File: src/rtl/lms_pkg.sv
package lms_pkg;
  localparam int unsigned DW   = 16;
  localparam int unsigned FRAC = 12;

  typedef logic signed [DW-1:0] fx_t;
  typedef enum logic [1:0] {ST_COLLECT, ST_ERR, ST_UPD, ST_FIN} state_e;

  localparam fx_t FX_ONE = fx_t'(1 << FRAC);
  localparam fx_t FX_MAX = {1'b0, {(DW-1){1'b1}}};
  localparam fx_t FX_MIN = {1'b1, {(DW-1){1'b0}}};

  // (a*b)>>>FRAC clipped to DW bits
  function automatic fx_t sat_mul(input fx_t a, input fx_t b);
    logic signed [2*DW-1:0] p;
    p = (2*DW)'(a) * (2*DW)'(b);
    p = p >>> FRAC;
    if ((&p[2*DW-1:DW-1]) || !(|p[2*DW-1:DW-1])) return p[DW-1:0];
    return p[2*DW-1] ? FX_MIN : FX_MAX;
  endfunction

  function automatic fx_t sat_add(input fx_t a, input fx_t b);
    logic signed [DW:0] s;
    s = {a[DW-1], a} + {b[DW-1], b};
    if (s[DW] == s[DW-1]) return s[DW-1:0];
    return s[DW] ? FX_MIN : FX_MAX;
  endfunction
endpackage

File: src/rtl/lms_term_buf.sv
module lms_term_buf #(
  parameter int unsigned NW = 6,
  parameter int unsigned DW = 16,
  localparam int unsigned IW = (NW > 1) ? $clog2(NW) : 1
) (
  input  logic          clk_i,
  input  logic          wr_en_i,
  input  logic [IW-1:0] wr_idx_i,
  input  logic [DW-1:0] wr_data_i,
  input  logic [IW-1:0] rd_idx_i,
  output logic [DW-1:0] rd_data_o
);
  logic [DW-1:0] mem_q [NW];

  always_ff @(posedge clk_i) begin
    if (wr_en_i) mem_q[wr_idx_i] <= wr_data_i;
  end

  always_comb begin
    rd_data_o = '0;
    for (int k = 0; k < NW; k++) begin
      if (rd_idx_i == IW'(k)) rd_data_o = mem_q[k];
    end
  end
endmodule

File: src/rtl/lms_weight_bank.sv
module lms_weight_bank
  import lms_pkg::*;
#(
  parameter int unsigned NW = 6,
  localparam int unsigned IW = (NW > 1) ? $clog2(NW) : 1
) (
  input  logic             clk_i,
  input  logic             rst_ni,
  input  logic             restart_i,
  input  logic             upd_en_i,
  input  logic [IW-1:0]    upd_idx_i,
  input  fx_t              upd_val_i,
  input  logic [IW-1:0]    rd_a_idx_i,
  output fx_t              rd_a_o,
  input  logic [IW-1:0]    rd_b_idx_i,
  output fx_t              rd_b_o,
  output logic [NW*DW-1:0] w_flat_o
);
  for (genvar g = 0; g < NW; g++) begin : g_w
    fx_t w_r;
    always_ff @(posedge clk_i or negedge rst_ni) begin
      if (!rst_ni)                                  w_r <= FX_ONE;
      else if (restart_i)                           w_r <= FX_ONE;
      else if (upd_en_i && upd_idx_i == IW'(g))     w_r <= upd_val_i;
    end
    assign w_flat_o[g*DW +: DW] = w_r;

    AST_RESTART_ONE: assert property (@(posedge clk_i) disable iff (!rst_ni)
      restart_i |=> (w_r == FX_ONE));
  end

  always_comb begin
    rd_a_o = '0;
    rd_b_o = '0;
    for (int k = 0; k < NW; k++) begin
      if (rd_a_idx_i == IW'(k)) rd_a_o = w_flat_o[k*DW +: DW];
      if (rd_b_idx_i == IW'(k)) rd_b_o = w_flat_o[k*DW +: DW];
    end
  end
endmodule

File: src/rtl/lms_mse_mon.sv
module lms_mse_mon #(
  parameter int unsigned SQ_W = 20,
  parameter int unsigned EPW  = 8,
  parameter int unsigned DW   = 16
) (
  input  logic            clk_i,
  input  logic            rst_ni,
  input  logic            restart_i,
  input  logic            sample_i,
  input  logic [SQ_W-1:0] sq_i,
  input  logic [DW-1:0]   thresh_i,
  input  logic [EPW-1:0]  epoch_len_i,
  output logic            conv_o
);
  localparam int unsigned ACC_W = SQ_W + EPW + DW;

  logic [ACC_W-1:0] sum_q, sum_nx, limit;
  logic [EPW-1:0]   cnt_q, len_eff;
  logic             boundary, conv_q;

  assign len_eff  = (epoch_len_i == '0) ? EPW'(1) : epoch_len_i;
  assign boundary = ({1'b0, cnt_q} + (EPW+1)'(1)) >= {1'b0, len_eff};
  assign sum_nx   = sum_q + ACC_W'(sq_i);
  assign limit    = ACC_W'(thresh_i) * ACC_W'(len_eff);

  always_ff @(posedge clk_i or negedge rst_ni) begin
    if (!rst_ni) begin
      sum_q  <= '0;
      cnt_q  <= '0;
      conv_q <= 1'b0;
    end else if (restart_i) begin
      sum_q  <= '0;
      cnt_q  <= '0;
      conv_q <= 1'b0;
    end else if (sample_i) begin
      if (boundary) begin
        if (sum_nx < limit) conv_q <= 1'b1;
        sum_q <= '0;
        cnt_q <= '0;
      end else begin
        sum_q <= sum_nx;
        cnt_q <= cnt_q + EPW'(1);
      end
    end
  end

  assign conv_o = conv_q;

  AST_CONV_AT_EPOCH_END: assert property (@(posedge clk_i) disable iff (!rst_ni)
    $rose(conv_o) |-> $past(sample_i && boundary));
  AST_CONV_STICKY: assert property (@(posedge clk_i) disable iff (!rst_ni)
    (conv_o && !restart_i) |=> conv_o);
endmodule

File: src/rtl/lms_trainer.sv
module lms_trainer
  import lms_pkg::*;
#(
  parameter int unsigned ORDER = 4,
  parameter int unsigned EPW   = 8,
  localparam int unsigned NW   = ORDER + 2,
  localparam int unsigned IW   = (NW > 1) ? $clog2(NW) : 1
) (
  input  logic            clk_i,
  input  logic            rst_ni,
  input  logic            restart_i,
  input  logic            term_valid_i,
  input  logic [DW-1:0]   term_i,
  input  logic [DW-1:0]   desired_i,
  input  logic [DW-1:0]   mu_i,
  input  logic [DW-1:0]   thresh_i,
  input  logic [EPW-1:0]  epoch_len_i,
  output logic            ready_o,
  output logic            done_o,
  output logic [DW-1:0]   y_o,
  output logic [DW-1:0]   err_o,
  output logic            conv_o,
  input  logic [IW-1:0]   rd_idx_i,
  output logic [DW-1:0]   rd_weight_o
);
  localparam int unsigned AW   = DW + IW + 1;
  localparam int unsigned SQ_W = 2*DW - FRAC;
  localparam logic [IW-1:0] LAST = IW'(NW - 1);

  state_e          state_q;
  logic [IW-1:0]   idx_q;
  logic signed [AW-1:0] acc_q, prod_ext;
  fx_t             desired_q, mu_q, y_q, err_q;
  fx_t             w_cur, buf_term, prod, y_sat, err_sat, mu_eff, gain, delta, w_new;
  logic signed [DW:0] diff;
  logic signed [2*DW-1:0] esq;
  logic [SQ_W-1:0] sq;
  logic            term_fire, conv;
  logic [NW*DW-1:0] w_flat;

  assign ready_o   = (state_q == ST_COLLECT) && !conv;
  assign term_fire = ready_o && term_valid_i;

  lms_term_buf #(.NW(NW), .DW(DW)) i_buf (
    .clk_i     (clk_i),
    .wr_en_i   (term_fire),
    .wr_idx_i  (idx_q),
    .wr_data_i (term_i),
    .rd_idx_i  (idx_q),
    .rd_data_o (buf_term)
  );

  lms_weight_bank #(.NW(NW)) i_wbank (
    .clk_i      (clk_i),
    .rst_ni     (rst_ni),
    .restart_i  (restart_i),
    .upd_en_i   (state_q == ST_UPD),
    .upd_idx_i  (idx_q),
    .upd_val_i  (w_new),
    .rd_a_idx_i (idx_q),
    .rd_a_o     (w_cur),
    .rd_b_idx_i (rd_idx_i),
    .rd_b_o     (rd_weight_o),
    .w_flat_o   (w_flat)
  );

  // forward pass
  assign prod     = sat_mul(term_i, w_cur);
  assign prod_ext = {{(AW-DW){prod[DW-1]}}, prod};

  always_comb begin
    if ((&acc_q[AW-1:DW-1]) || !(|acc_q[AW-1:DW-1])) y_sat = acc_q[DW-1:0];
    else y_sat = acc_q[AW-1] ? FX_MIN : FX_MAX;
    diff = {desired_q[DW-1], desired_q} - {y_sat[DW-1], y_sat};
    if (diff[DW] == diff[DW-1]) err_sat = diff[DW-1:0];
    else err_sat = diff[DW] ? FX_MIN : FX_MAX;
  end

  // update pass
  assign mu_eff = ($unsigned(mu_q) > $unsigned(FX_ONE)) ? FX_ONE : mu_q;
  assign gain   = sat_mul(mu_eff, err_q);
  assign delta  = sat_mul(gain, buf_term);
  assign w_new  = sat_add(w_cur, delta);

  assign esq = (2*DW)'(err_sat) * (2*DW)'(err_sat);
  assign sq  = esq[2*DW-1:FRAC];

  lms_mse_mon #(.SQ_W(SQ_W), .EPW(EPW), .DW(DW)) i_mse (
    .clk_i       (clk_i),
    .rst_ni      (rst_ni),
    .restart_i   (restart_i),
    .sample_i    (state_q == ST_ERR),
    .sq_i        (sq),
    .thresh_i    (thresh_i),
    .epoch_len_i (epoch_len_i),
    .conv_o      (conv)
  );

  always_ff @(posedge clk_i or negedge rst_ni) begin
    if (!rst_ni) begin
      state_q   <= ST_COLLECT;
      idx_q     <= '0;
      acc_q     <= '0;
      desired_q <= '0;
      mu_q      <= '0;
      y_q       <= '0;
      err_q     <= '0;
    end else if (restart_i) begin
      state_q   <= ST_COLLECT;
      idx_q     <= '0;
      acc_q     <= '0;
    end else begin
      unique case (state_q)
        ST_COLLECT: if (term_fire) begin
          if (idx_q == '0) begin
            desired_q <= desired_i;
            mu_q      <= mu_i;
            acc_q     <= prod_ext;
          end else begin
            acc_q     <= acc_q + prod_ext;
          end
          if (idx_q == LAST) begin
            idx_q   <= '0;
            state_q <= ST_ERR;
          end else begin
            idx_q   <= idx_q + IW'(1);
          end
        end
        ST_ERR: begin
          y_q     <= y_sat;
          err_q   <= err_sat;
          state_q <= ST_UPD;
        end
        ST_UPD: begin
          if (idx_q == LAST) begin
            idx_q   <= '0;
            state_q <= ST_FIN;
          end else begin
            idx_q   <= idx_q + IW'(1);
          end
        end
        default: state_q <= ST_COLLECT;
      endcase
    end
  end

  assign done_o = (state_q == ST_FIN);
  assign y_o    = y_q;
  assign err_o  = err_q;
  assign conv_o = conv;

  AST_NO_ACCEPT_WHEN_CONV: assert property (@(posedge clk_i) disable iff (!rst_ni)
    conv_o |-> !ready_o);
  AST_WEIGHTS_FROZEN: assert property (@(posedge clk_i) disable iff (!rst_ni)
    (conv_o && state_q == ST_COLLECT && !restart_i) |=> $stable(w_flat));
  AST_DONE_PULSE: assert property (@(posedge clk_i) disable iff (!rst_ni)
    done_o |=> !done_o);
  AST_Y_HOLD: assert property (@(posedge clk_i) disable iff (!rst_ni)
    (state_q != ST_ERR) |=> $stable(y_o));
  AST_IDX_RANGE: assert property (@(posedge clk_i) disable iff (!rst_ni)
    idx_q <= LAST);
endmodule

File: config.mk
export PLATFORM = sky130hd
export DESIGN_NAME = lms_trainer
export DESIGN_NICKNAME = d
export VERILOG_FILES = /design/src/rtl/lms_pkg.sv /design/src/rtl/lms_term_buf.sv /design/src/rtl/lms_weight_bank.sv /design/src/rtl/lms_mse_mon.sv /design/src/rtl/lms_trainer.sv
export SDC_FILE = /design/constraint.sdc
export NUM_CORES = 2
export LEC_CHECK = 0
export BUFFER_PORTS_ARGS = -buffer_cell sky130_fd_sc_hd__clkbuf_2
export CAP_MARGIN = 20
export CORE_ASPECT_RATIO = 1.1
export CORE_MARGIN = 2
export CORE_UTILIZATION = 60
export DETAILED_ROUTE_END_ITERATION = 10
export PLACE_DENSITY = 0.77
export SLEW_MARGIN = 20
export SYNTH_ARGS = -nofsm -noshare
export SYNTH_HDL_FRONTEND = slang
export SYNTH_SLANG_ARGS = --single-unit
File: constraint.sdc
create_clock -name clk_i -period 24.8 [get_ports clk_i]
set_input_delay 4.96 -clock clk_i [delete_from_list [all_inputs] [get_ports clk_i]]
set_output_delay 4.96 -clock clk_i [all_outputs]
set_load 0.005 [all_outputs]
=== Word level (Yosys, flattened, before mapping) ===
Memory sizes are Yosys's and may differ from the RTL's.
Cells that the tools add are included.

* Word-level logic and storage cells: 175
* Input port bits: 79
* Register bits after elaboration: 238
* Memories: 1
* Memory bits (writable): 96

* Muxes and demuxes: 77
* Order comparisons: 3
* $add $sub $neg: 7
* Bitwise logic cells: 1
* Reduce and logical (&&, ||, !) cells: 47
* Equality and inequality tests: 18
* $mul: 5

{| class="wikitable"
|+ Memory list
! memory !! words !! width !! rd ports !! clocked after memory_dff !! write ports !! line !! RTL
|-
| i_buf.mem_q || 6 || 16 || 6 || 0 || 1 || lms_term_buf.sv:13 || <nowiki>logic [DW-1:0] mem_q [NW];</nowiki>
|}

{| class="wikitable"
|+ Operators with widths
! operator !! count
|-
| 16-bit two-way mux || 47
|-
| 44-bit two-way mux || 3
|-
| 16-bit by 16-bit multiplier with 32-bit output || 4
|-
| 20-bit two-way mux || 4
|-
| 44-bit by 20-bit adder with 44-bit output || 1
|-
| 44-bit by 24-bit less-than comparator with 1-bit output || 1
|-
| 8-bit two-way mux || 4
|-
| 16-bit by 8-bit multiplier with 24-bit output || 1
|-
| 2-bit nonzero test || 11
|-
| 20-bit by 16-bit adder with 20-bit output || 1
|-
| 5-bit AND reduction || 4
|-
| 5-bit OR reduction || 4
|-
| 16-bit by 16-bit adder with 17-bit output || 1
|-
| 16-bit by 16-bit subtractor with 17-bit output || 1
|-
| 16-bit by 13-bit > comparator with 1-bit output (second input constant) || 1
|-
| 3-bit by 2-bit equality test with 1-bit output (second input constant) || 4
|-
| 3-bit equality test (second input constant) || 4
|-
| 1-bit two-way mux || 10
|-
| 8-bit by 1-bit adder with 9-bit output (second input constant) || 1
|-
| 9-bit by 8-bit greater-or-equal comparator with 1-bit output || 1
|-
| 3-bit two-way mux || 3
|-
| 8-bit by 1-bit adder with 8-bit output (second input constant) || 1
|-
| 1-bit logical AND || 8
|-
| 8-bit zero test || 1
|-
| other kinds (19) || 37
|}

=== Longest topological paths before layout ===
* Depth after elaboration: 20
* Mapped depth: 78
* Mapped depth without buffers: 77

=== By module ===
From an unflattened synthesis, not the netlist that was laid out.

* Cell total of the unflattened synthesis: 6770
* Area total of the unflattened synthesis: 62055.8 sq um

{| class="wikitable"
|+ Modules (own cells, without submodules)
! module !! instances !! area an instance (sq um) !! cells an instance
|-
| lms_trainer || 1 || 43715.7 || 4876
|-
| lms_mse_mon || 1 || 8747.1 || 1016
|-
| lms_weight_bank || 1 || 5654.2 || 639
|-
| lms_term_buf || 1 || 3938.8 || 239
|}

=== Worst setup path before layout ===
No wires, ideal clock.

* Path type: reg-to-reg
* Start point: register mu_q[8]
* End point: register i_wbank.g_w[2].w_r[12]
* Required time: 24.716 ns
* Library setup time: 0.084 ns
* Slack: 7.450 ns
* Stages on the path, launching flop included: 73
* Data arrival time: 17.266 ns
* Buffers on the path: 4
* Path through: dfrtp_1 > nor4_1 > nand3_1 > a2111oi_0 > buf_1 > and2_1 > clkbuf_1 > nand2_1 > fa_1 > inv_1 > fa_1 > fa_1 > fa_1 > fa_1 > inv_1 > fa_1 > inv_1 > ha_1 > (+37 left out) > inv_1 > fa_1 > nor2b_1 > o21ai_0 > a21boi_0 > o21ai_0 > a21boi_0 > o21ai_0 > a21boi_0 > o21ai_0 > nand2b_1 > a31oi_1 > o21ai_0 > a2111oi_0 > o41a_1 > a21o_1 > a21oi_1 > or2_2

* Word-level cells in the longest chain between the ends: 20

{| class="wikitable"
|+ Ends and longest elaborated chain
! item !! line !! RTL
|-
| from (decl) || lms_trainer.sv:33 || <nowiki>fx_t desired_q, mu_q, y_q, err_q;</nowiki>
|-
| from (signal assigned) || lms_trainer.sv:117 || <nowiki>mu_q <= mu_i;</nowiki>
|-
| 16-bit by 13-bit > comparator with 1-bit output || lms_trainer.sv:80 || <nowiki>assign mu_eff = ($unsigned(mu_q) > $unsigned(FX_ONE)) ? FX_ONE : mu_q;</nowiki>
|-
| 16-bit two-way mux * || lms_trainer.sv:80 ||
|-
| 16-bit by 16-bit multiplier with 32-bit output * || lms_pkg.sv:15 || <nowiki>p = (2*DW)'(a) * (2*DW)'(b);</nowiki>
|-
| 5-bit OR reduction || lms_pkg.sv:17 || <nowiki>if ((&p[2*DW-1:DW-1]) || !(|p[2*DW-1:DW-1])) return p[DW-1:0];</nowiki>
|-
| 1-bit zero test || lms_pkg.sv:17 ||
|-
| 1-bit logical OR || lms_pkg.sv:17 ||
|-
| 1-bit two-way mux || lms_pkg.sv:17 ||
|-
| 16-bit two-way mux * || lms_pkg.sv:18 || <nowiki>return p[2*DW-1] ? FX_MIN : FX_MAX;</nowiki>
|-
| (+4 left out) || -- ||
|-
| 1-bit two-way mux || lms_pkg.sv:17 ||
|-
| 16-bit two-way mux * || lms_pkg.sv:18 ||
|-
| 16-bit by 16-bit adder with 17-bit output * || lms_pkg.sv:23 || <nowiki>s = {a[DW-1], a} + {b[DW-1], b};</nowiki>
|-
| 1-bit equality test || lms_pkg.sv:24 || <nowiki>if (s[DW] == s[DW-1]) return s[DW-1:0];</nowiki>
|-
| 1-bit two-way mux || lms_pkg.sv:24 ||
|-
| 16-bit two-way mux * || lms_pkg.sv:25 || <nowiki>return s[DW] ? FX_MIN : FX_MAX;</nowiki>
|-
| 16-bit two-way mux * || lms_weight_bank.sv:24 || <nowiki>else if (upd_en_i && upd_idx_i == IW'(g)) w_r <= upd_val_i;</nowiki>
|-
| 16-bit two-way mux * || lms_weight_bank.sv:23 || <nowiki>else if (restart_i) w_r <= FX_ONE;</nowiki>
|-
| to (signal assigned) || lms_weight_bank.sv:24 ||
|-
| to (decl) || lms_weight_bank.sv:20 || <nowiki>fx_t w_r;</nowiki>
|}

Mark *: on every way between the ends. The rest lies on a longest branch, timed or not. The select of a mux whose other input is x is not followed.
A chain may end at the register's enable or synchronous reset.

=== Final worst setup path ===
* Start point: register mu_q[0]
* End point: register i_wbank.g_w[0].w_r[5]

* Word-level cells in the longest chain between the ends: 20

{| class="wikitable"
|+ Ends and longest elaborated chain
! item !! line
|-
| 16-bit by 13-bit > comparator with 1-bit output || lms_trainer.sv:80
|-
| 16-bit two-way mux * || lms_trainer.sv:80
|-
| 16-bit by 16-bit multiplier with 32-bit output * || lms_pkg.sv:15
|-
| 5-bit OR reduction || lms_pkg.sv:17
|-
| 1-bit zero test || lms_pkg.sv:17
|-
| 1-bit logical OR || lms_pkg.sv:17
|-
| 1-bit two-way mux || lms_pkg.sv:17
|-
| 16-bit two-way mux * || lms_pkg.sv:18
|-
| (+4 left out) || --
|-
| 1-bit two-way mux || lms_pkg.sv:17
|-
| 16-bit two-way mux * || lms_pkg.sv:18
|-
| 16-bit by 16-bit adder with 17-bit output * || lms_pkg.sv:23
|-
| 1-bit equality test || lms_pkg.sv:24
|-
| 1-bit two-way mux || lms_pkg.sv:24
|-
| 16-bit two-way mux * || lms_pkg.sv:25
|-
| 16-bit two-way mux * || lms_weight_bank.sv:24
|-
| 16-bit two-way mux * || lms_weight_bank.sv:23
|-
| to (signal assigned) || lms_weight_bank.sv:24
|-
| to (decl) || lms_weight_bank.sv:20
|}

Marked as above.

==> results.rst <==
.. list-table::
   :header-rows: 1

   * - Metric
     - Value
   * - Number of nets in the layout
     - 8328
   * - CTS tree
     - yes
   * - Average footprint of a synthesized cell
     - 9.08 um2
   * - CORE AREA
     - 99200 um2
   * - Outcome
     - completed
   * - Share of layout cells above drive strength 1
     - 5.75%
   * - Std-Cell Rows
     - 121
   * - Hold Crit Endpoint
     - y_o[11]
   * - Instance count along the most critical hold path
     - 2
   * - Count of final max-slew check failures
     - 0
   * - Critical path class
     - register to register
   * - Worst-skew pair later-pin latency
     - 0.57 ns
   * - Most frequent CP cell
     - sky130_fd_sc_hd__fa_1
   * - Initial DRT Pass Iterations
     - 8
   * - Ratio of routed vias to standard cells
     - 5.77
   * - Maximum buffer depth of the clock tree
     - 3
   * - Sort of element at the end of the critical path
     - register
   * - HPWL after detailed placement
     - 128 mm
   * - Post-CTS Resized
     - 0
   * - GP Congestion
     - 0.973
   * - DRT iter0 DRCs
     - 3731
   * - Class of the tightest hold or removal check
     - register to register
   * - Final ANT Viol Nets
     - 0
   * - Origin of the worst min-delay path
     - y_o[11]
   * - Die outline area
     - 103000 um2
   * - Critical path startpoint category
     - register
   * - Required time of the critical path
     - 25.21 ns
   * - Leading area contributor after synthesis
     - sky130_fd_sc_hd__fa_1
   * - Initial cell density of the core
     - 60.6%
   * - Tightest slew margin relative to the limit
     - 27.0%
   * - Area growth from synthesis to layout
     - 5.82%
   * - R2R Path End
     - i_wbank.g_w[0].w_r[5]
   * - Pin count of the biggest net entering global routing
     - 96
   * - Count of boundary I/O pins
     - 130
   * - Fraction of met3 tracks used by global routing
     - 5.60%
   * - Synth async-reset ratio
     - 71.3%
   * - Count of warnings emitted by yosys
     - 0
   * - Hold slack
     - 0.480 ns
   * - Routing layer with the top usage in global route
     - met2
   * - Met1 usage
     - 41.9%
   * - Count of H-tree levels built during CTS
     - 2
   * - Cell with the most instances after synthesis
     - sky130_fd_sc_hd__inv_1
   * - Number of post-CTS setup repair buffers
     - 0
   * - Slowest cell on the critical path
     - sky130_fd_sc_hd__a21oi_1
   * - Die boundary height
     - 336 um
   * - Commonest register cell after synthesis
     - sky130_fd_sc_hd__dfrtp_1
   * - Register-to-register setup slack
     - 5.12 ns
   * - Global routing usage on met2
     - 54.6%
   * - Setup violation total in the final timing report
     - 0
   * - Path depth of the worst reg2reg path
     - 67
   * - Achievable clock frequency
     - 0.0508 GHz
   * - Global-route wire length before repair
     - 262 mm
   * - Quantity of I/O buffers inserted on ports
     - 129
   * - TritonCTS Sinks
     - 334
   * - Clock Skew
     - 0.0183 ns
   * - Root buffer selected by CTS
     - sky130_fd_sc_hd__clkbuf_16
   * - Number of library cell types mapped by synthesis
     - 80
   * - EDFF count, synth
     - 96
   * - Total negative slack for setup checks
     - 0 ns
   * - Biggest fanout along the worst timing path
     - 67
   * - Number of global-route vias before repair
     - 49251
   * - Number of hold-repair buffers added at the cts stage
     - 0
   * - Num CTS Buffers
     - 36
   * - Count of vias placed by the detailed router
     - 46104
   * - Number of max-cap violations
     - 0
   * - Share of Yosys cell area claimed by the top area cell type
     - 37.0%
   * - Worst Path Arrival
     - 20.08 ns
   * - Number of hold violations in the final report
     - 0
   * - Post-synth design cell area
     - 60100 um2
   * - Routed wire length
     - 160 mm
   * - Share of the clock period used by the worst path
     - 79.3%
   * - Number of antenna violations at the first check in global routing
     - 5
   * - Clock period minus worst slack
     - 19.68 ns
   * - RSZ-0062 raised after global routing
     - false
   * - DR WL/cell
     - 20.0 um
   * - Clock Pin Slew Worst Setup and Hold Paths
     - 0.06 ns
   * - Fillers
     - 8114
   * - Number of DRC violations after detailed routing
     - 0
   * - GRT Residual Overflow
     - 0
   * - Area contributors post-synth
     - sky130_fd_sc_hd__fa_1 (37%), sky130_fd_sc_hd__ha_1 (9.8%), sky130_fd_sc_hd__dfrtp_1 (9.7%)
   * - Synthesized instance count
     - 6613
   * - Startpoint of the lowest-slack register-to-register path
     - mu_q[0]
   * - Max incr delay on CP
     - 0.82 ns
   * - Horizontal extent of the die
     - 306 um
   * - Total track usage
     - 32.5%
   * - Sequential share of the synthesized area
     - 14.7%
   * - Leading cell types by count after synthesis
     - sky130_fd_sc_hd__inv_1 (1387), sky130_fd_sc_hd__fa_1 (1109), sky130_fd_sc_hd__nand2_1 (783)
   * - Synthesized flop and latch total
     - 334
   * - Slew of the pin with the lowest slew margin
     - 1.09 ns
logic make-up (layout without fill, tap and decap cells):
family	count (synthesis)	in the layout	share of synthesized area, %
AOI/OAI and AO/OA	880	880	9.01
xor gates and xnor gates	195	195	2.84
adders and majority gates	1579	1579	46.7
buffers and inverters	1632	1654	10.2
DFF	334	334	14.7
muxes	138	138	2.55
other	2	64	0.0125
and+or+nand+nor	1853	1853	13.9
worst max-delay path by stage:
stage | slack [ns] | cells after the start | start | to
CTS | 4.97 | 67 | mu_q[0] | i_wbank.g_w[0].w_r[5]
floorplan | 7.45 | 72 | mu_q[8] | i_wbank.g_w[2].w_r[12]
global route | 3.89 | 66 | mu_q[0] | i_wbank.g_w[0].w_r[5]
finish | 5.12 | 67 | mu_q[0] | i_wbank.g_w[0].w_r[5]
detailed placement | 5.12 | 67 | mu_q[0] | i_wbank.g_w[5].w_r[10]
global placement | 5.57 | 68 | mu_q[0] | i_wbank.g_w[2].w_r[12]
critical path: cells and delay by family, from the launching register on:
family	cells	cell delay, ns
AND/OR/NAND/NOR	13	2.52
AO/OA/AOI/OAI	24	7.49
multiplexers	1	0.30
buffers and inverters	12	1.33
adder cells (fa/ha/maj)	16	7.09
XOR/XNOR	1	0.17
flip-flops	1	0.57
layer usage:
metal / share of wire (%) / vias to the layer above
li1: - / 20596
met1: 39 / 23166
met4: 4.6 / 6
met3: 8.3 / 426
met2: 48 / 1910
met5: 0.017 / -
through the flow:
| stage | instance area, um2 | setup WS (ns) | utilization [%] | instances |
|---|---|---|---|---|
| final | 63600 | 5.12 | 64.1 | 7988 |
| after global routing | 63600 | 3.89 | 64.1 | 7988 |
| after CTS | 63600 | 4.97 | 64.1 | 7987 |
| after detailed placement | 62300 | 5.12 | 62.8 | 7923 |
| after global placement | 62300 | 5.57 | 62.8 | 7923 |
| after floorplan | 60300 | 7.45 | - | 6674 |
layout make-up:
cell class                 instances  area (um2)  area share [%]
multi-input combinational       4708       45400            71.4
sequential                       334        8850            13.9
inverter                        1390        5220            8.21
tap                             1291        1620            2.54
timing repair buffer             200        1190            1.87
clock buffer                      48        1050            1.65
clock inverter                    16         231           0.364
antenna                            1        2.50         0.00394
sequential cells by signal (all words and copies together), names as in the netlist:
| register | cells |
|---|---|
| i_mse.conv_o | 1 |
| i_wbank.g_w.w_r | 96 |
| state_q | 2 |
| i_buf.mem_q | 96 |
| idx_q | 3 |
| y_o | 16 |
| err_o | 16 |
| mu_q | 16 |
| acc_q | 20 |
| i_mse.sum_q | 44 |
| desired_q | 16 |
| i_mse.cnt_q | 8 |
placed cells by master (no fill, tap or decap), drive strengths merged, types with 122 or more instances in the layout:
master  instances
xnor2         148
fa           1109
nand2         783
o21ai         292
nor2          491
inv          1388
a21oi         252
and2          147
and3          122
dfrtp         232
clkbuf        176
ha            470
Power is not shown: default switching activity piles up to over one toggle a cycle in this logic, so the estimate is an artifact.
